$ cat src/rtl/cvt_bus_if.sv
module cvt_bus_if #(
  parameter int DATA_W      = 16,
  parameter int RES_W       = 13,
  parameter int CMD_W       = 6,
  parameter int SYNC_STAGES = 2,
  parameter int CONV_CYCLES = 24,
  parameter int CAL_CYCLES  = 300
) (
  input  logic              clk,
  input  logic              rst_n,
  input  logic              cs_n,
  input  logic              wr_n,
  input  logic              rd_n,
  input  logic [CMD_W-1:0]  cmd_in,
  output logic [DATA_W-1:0] bus_out,
  output logic              bus_oe,
  input  logic [RES_W-1:0]  result_i,
  output logic              conv_start,
  output logic              cal_start,
  output logic              busy,
  output logic              int_n,
  output logic              ready
);

  localparam int MAX_CYC = (CONV_CYCLES > CAL_CYCLES) ? CONV_CYCLES : CAL_CYCLES;
  localparam int CNT_W   = $clog2(MAX_CYC);
  localparam int EXT_W   = DATA_W - RES_W;

  logic [SYNC_STAGES-1:0] cs_sh, wr_sh, rd_sh;
  logic                   wr_act, rd_act, wr_act_d, rd_act_d;
  logic                   wr_fall, wr_rise, rd_fall;
  logic [CMD_W-1:0]       cmd_q;
  logic                   is_conv, is_cal, start_any, done;
  logic [CNT_W-1:0]       cnt;
  logic                   cal_mode, rd_lock;
  logic [RES_W-1:0]       res_q;

  always_ff @(posedge clk or negedge rst_n) begin
    if (!rst_n) begin
      cs_sh <= '1;
      wr_sh <= '1;
      rd_sh <= '1;
      wr_act_d <= 1'b0;
      rd_act_d <= 1'b0;
    end else begin
      cs_sh <= {cs_sh[SYNC_STAGES-2:0], cs_n};
      wr_sh <= {wr_sh[SYNC_STAGES-2:0], wr_n};
      rd_sh <= {rd_sh[SYNC_STAGES-2:0], rd_n};
      wr_act_d <= wr_act;
      rd_act_d <= rd_act;
    end
  end

  assign wr_act  = ~cs_sh[SYNC_STAGES-1] & ~wr_sh[SYNC_STAGES-1];
  assign rd_act  = ~cs_sh[SYNC_STAGES-1] & ~rd_sh[SYNC_STAGES-1];
  assign wr_fall = wr_act & ~wr_act_d;
  assign wr_rise = ~wr_act & wr_act_d;
  assign rd_fall = rd_act & ~rd_act_d;

  always_ff @(posedge clk or negedge rst_n) begin
    if (!rst_n)      cmd_q <= '0;
    else if (wr_act) cmd_q <= cmd_in;
  end

  assign is_conv    = (cmd_q[CMD_W-1 -: 2] == 2'b10) && !cmd_q[0];
  assign is_cal     = (cmd_q == '0);
  assign conv_start = wr_rise & is_conv;
  assign cal_start  = wr_rise & is_cal;
  assign start_any  = conv_start | cal_start;
  assign done       = busy && (cnt == '0) && !cal_mode && !start_any;

  always_ff @(posedge clk or negedge rst_n) begin
    if (!rst_n) begin
      busy     <= 1'b0;
      cnt      <= '0;
      cal_mode <= 1'b0;
    end else if (conv_start) begin
      busy     <= 1'b1;
      cnt      <= CNT_W'(CONV_CYCLES - 1);
      cal_mode <= 1'b0;
    end else if (cal_start) begin
      busy     <= 1'b1;
      cnt      <= CNT_W'(CAL_CYCLES - 1);
      cal_mode <= 1'b1;
    end else if (busy) begin
      if (cnt == '0) busy <= 1'b0;
      else           cnt  <= cnt - 1'b1;
    end
  end

  always_ff @(posedge clk or negedge rst_n) begin
    if (!rst_n) begin
      int_n   <= 1'b1;
      rd_lock <= 1'b0;
      res_q   <= '0;
    end else if (done) begin
      int_n   <= 1'b0;
      rd_lock <= rd_fall;
      res_q   <= result_i;
    end else if (wr_fall) begin
      int_n   <= 1'b1;
      rd_lock <= 1'b0;
    end else if (rd_fall && !rd_lock) begin
      int_n   <= 1'b1;
    end
  end

  always_ff @(posedge clk or negedge rst_n) begin
    if (!rst_n) ready <= 1'b1;
    else        ready <= ~(wr_fall | rd_fall);
  end

  assign bus_oe  = ~cs_n & ~rd_n;
  assign bus_out = bus_oe ? {{EXT_W{res_q[RES_W-1]}}, res_q} : '0;

endmodule

$ cat config.mk
export PLATFORM = sky130hd
export DESIGN_NAME = cvt_bus_if
export DESIGN_NICKNAME = d
export VERILOG_FILES = /design/src/rtl/cvt_bus_if.sv
export SDC_FILE = /design/constraint.sdc
export NUM_CORES = 1
export LEC_CHECK = 0
export ABC_CLOCK_PERIOD_IN_PS = 3700
export BUFFER_PORTS_ARGS = -buffer_cell sky130_fd_sc_hd__buf_4
export CAP_MARGIN = 15
export CORE_UTILIZATION = 40
export DETAILED_ROUTE_END_ITERATION = 6
export HOLD_SLACK_MARGIN = 0.12
export PLACE_DENSITY = 0.65
export SLEW_MARGIN = 20
export SYNTH_ARGS = -nofsm -noshare
export SYNTH_HDL_FRONTEND = slang
export SYNTH_SLANG_ARGS = --single-unit
$ cat constraint.sdc
create_clock -name clk -period 3.7 [get_ports clk]
set_input_delay 0.37 -clock clk [delete_from_list [all_inputs] [get_ports clk]]
set_output_delay 0.37 -clock clk [all_outputs]
set_load 0.02 [all_outputs]
==> summary.txt <==
Status
  • Outcome: finished, final reports clean

Synth
  • Simple-gate share of the synthesized area: roughly 20%
  • Ys flop type: dfrtp_1
  • Compound-cell area share of the yosys netlist: under 10%
  • Xor and xnor area share after synthesis: less than 1%
  • Post-Syn Instances: approximately 150
  • Synthesized flop and latch total: 41
  • Post-Synth Adder-Cell Area: less than 1%
  • EDFF count, synth: 0
  • Asr flop ratio synth: 100.0%
  • Largest family of logic cells by synthesized area: simple AND/OR/NAND/NOR gates
  • Syn_nets: 178
  • Syn. warnings: 0
  • Distinct cell type count after synthesis: 39
  • Mean area per synthesized cell: 12.10 sq um
  • Mapped cell area: 1852 sq um
  • Post-synthesis mux area share: 10.34%
  • Register area share after synthesis: a little under three fifths

Critical path
  • Critical Path Sink Type: output pin
  • Setup crit start kind: flip-flop
  • Reg-to-Reg End: res_q[7]
  • Crit path capture: cal_start
  • CP Data Required Time: between 3000 and 4000 ps
  • Reg2reg path depth: 6
  • WP data arrival: ~2100 ps
  • Critical path peak fanout: 11
  • Worst R2R Setup Slack: 1440 ps
  • Crit Path Class: flip-flop to output pin
  • Slowest cell on crit path: nor3b_1
  • Critical Path, Cell by Cell: or2_2 > nand2_1 > nor3b_1 > buf_4
  • Worst r2r src: cnt[0]
  • Buf/Inv on CP: 1
  • Crit path depth: 4
  • Slowest cell delay on critical path: ~690 ps
  • Setup crit start: cs_sh[1]
  • Top delay family on crit path: simple AND/OR/NAND/NOR gates

Pwr
  • Sw power: 0.0004329 W
  • Combinational fraction of design power: 28.5%
  • Internal power: ~0.00098 W
  • Sequential share of power: between 40% and 50%
  • Cell area power density: between 600 and 700 nW/um^2
  • Clock power frac: between 20 and 25%
  • Peak supply drop: ~0.32 mV
  • Total design power: approximately 0.0014 W
  • Leak: around 1.1 nW
  • Sw frac: between 30% and 40%

Timing
  • Hold slack: between 150 and 200 ps
  • Final Hold Fails: 0
  • Slew @ Worst Pin: a little over 800 ps
  • Minimum clock period: around 2500 ps
  • Final TNS setup: 0 ps
  • Final setup fails: 0
  • RSZ-0062 raised after global routing: no
  • Worst slew margin: a little under half
  • Clock skew: just over 4 ps
  • Final Cycle Share: between 60% and 70%
  • Fmax: around 400 MHz
  • Final worst-path setup slack: around 1200 ps
  • Slew Limit Fails: 0

Placed design
  • Post-DP HPWL: 2.396 mm
  • I/O Buffers: between 40 and 50
  • Pre-CTS setup slack: between 1000 and 1500 ps
  • GPL Wtd Cong: approximately 0.79

Cells and area
  • Fillers: ~380
  • Ant diodes: 0
  • Synth-to-layout area growth: 25.81%
  • Fin nets: approximately 220
  • Share of post-route cells with drive strength above 1: between 40% and 50%

CTS
  • CTS Buf Count: 5
  • Longest Clk Path Bufs: 2
  • Clock Sinks: 41
  • H-tree depth: 2
  • Root buffer cell: clkbuf_8
  • Cts repair resizes: 0
  • CTS tree: done
  • Latest clock arrival within the worst-skew pair: between 200 and 300 ps
  • Clk slew on worst S/H paths: approximately 70 ps

Routing
  • DR iter-0 viols: 50
  • Routed wire length: 3.314 mm
  • Drt wl/cell: 13.15 um
  • Vias: ~1,300
  • Antenna Nets Post-Route: 0
  • Number of remaining DRC errors: 0
  • First drt pass iteration count: 4
  • Vias per cell: a little over 5

Global route
  • Number of global-route vias before repair: 1,310
  • GRT overflow: 0
  • Global-route wire length before repair: 5.740 mm
  • Largest net degree at the start of global routing: between 40 and 50
  • Met2 usage: between 20% and 30%
  • Met3 GRT Util: 5.628%
  • Total GRT Usage: between 10% and 20%
  • Met1 usage: between 15 and 20%
  • Grt peak-use layer: met2
  • Initial antenna violation count: 0

Floorplanning
  • Initial Util: a little over two fifths
  • Num rows: 24
  • Die Span Y: ~70 um
  • Area of the core: approximately 4400 sq um
  • Io pins: 46
  • Die area: around 4900 sq um
  • Die Wd: ~70 um

Min path
  • Worst hold path class: input pin to flip-flop
  • Hold path startpoint: wr_n

Run
  • Max-cap violations: 0
-- layout by cell type (no fill, tap or decap), types with 3 or more instances in the layout --
cell type,instances
and2_1,13
buf_4,45
clkbuf_8,5
dfrtp_1,33
dfstp_2,8
inv_1,5
mux2_2,5
mux2_4,9
nand2_1,24
nor2_1,6
nor3_1,3
o211ai_1,3
o31ai_1,3
-- cell families after synthesis --
| kind of cell | count (synthesis) |
|---|---|
| AOI/OAI and AO/OA | 18 |
| muxes | 14 |
| DFF | 41 |
| adders and majority gates | 1 |
| buffers and inverters | 12 |
| and+or+nand+nor | 65 |
| xor gates and xnor gates | 2 |
-- power by group through the flow --
| stage | clock network [W] | registers, W | logic, W |
|---|---|---|---|
| detailed placement | 0 | 0.000669 | 0.000406 |
| global placement | 0 | 0.000663 | 0.000392 |
| floorplan | 0 | 0.000650 | 0.000302 |
| CTS | 0.000363 | 0.000663 | 0.000409 |
| finish | 0.000349 | 0.000663 | 0.000403 |
| global route | 0.000384 | 0.000681 | 0.000442 |
-- worst min path at each step --
| stage | endpoint | slack (ps) | depth (start not counted) |
|---|---|---|---|
| 5_1_grt | wr_sh[0] | 160 | 1 |
| 4_1_cts | wr_sh[0] | 170 | 1 |
| 2_1_floorplan | busy | 70 | 0 |
| 3_5_place_dp | cs_sh[1] | 350 | 0 |
| 6_report | wr_sh[0] | 190 | 1 |
| 3_3_place_gp | wr_sh[1] | 350 | 0 |
-- cell type report --
| type | count | area [sq um] | share of cell area (%) |
|---|---|---|---|
| sequential | 41 | 1036 | 44.47 |
| multi-input combinational | 100 | 750.7 | 32.22 |
| timing repair buffer | 46 | 347.8 | 14.93 |
| clock buffer | 6 | 72.57 | 3.115 |
| tap | 52 | 65.06 | 2.793 |
| clock inverter | 2 | 38.79 | 1.665 |
| inverter | 5 | 18.77 | 0.8056 |
-- worst register-to-register path: cells and delay by family, from the launching register on --
family	cells	cell delay [ps]
buffers and inverters	1	100
flip-flops	1	380
AND/OR/NAND/NOR	3	1060
adder cells (fa/ha/maj)	1	190
multiplexers	1	420
-- per-layer routing --
layer / share of wire, % / up-vias / wire length, um
met3: 6.1 / 8 / 202
met5: 0 / - / 0
met4: 1.7 / 0 / 57
met2: 49 / 42 / 1630
li1: - / 620 / -
met1: 43 / 617 / 1423
-- cell usage after synthesis (all sizes together), types with 3 or more instances --
library cell / instances / area share (%)
dfrtp: 33 / 45
dfstp: 8 / 11
nand2: 24 / 4.9
o31ai: 5 / 3.0
inv: 5 / 1.0
nor2: 6 / 1.2
buf: 5 / 2.1
mux2: 14 / 10
o211ai: 3 / 1.2
or4: 3 / 1.4
and2: 13 / 4.4
o31a: 4 / 2.0
nor3: 4 / 1.7
-- through the flow --
| stage | instance area, sq um | utilization, % | cells |
|---|---|---|---|
| floorplan | 1852 | - | 153 |
| global placement | 2208 | 50.03 | 243 |
| detailed placement | 2208 | 50.03 | 243 |
| CTS | 2330 | 52.78 | 252 |
| global route | 2330 | 52.78 | 252 |
| finish | 2330 | 52.78 | 252 |
-- registers in the layout, indices dropped and copies added (netlist names) --
signal	flops
rd_act_d	1
rd_sh	2
wr_sh	2
res_q	13
cnt	9
cal_mode	1
busy	1
cmd_q	6
int_n	1
wr_act_d	1
ready	1
cs_sh	2
rd_lock	1
-- timing repair --
item | 4_1_cts | 5_1_grt
hold endpoints to repair | 33 | 0
hold buffers | 1 | 0
setup buffers | 0 | 0
(Power assumes the default switching activity.)
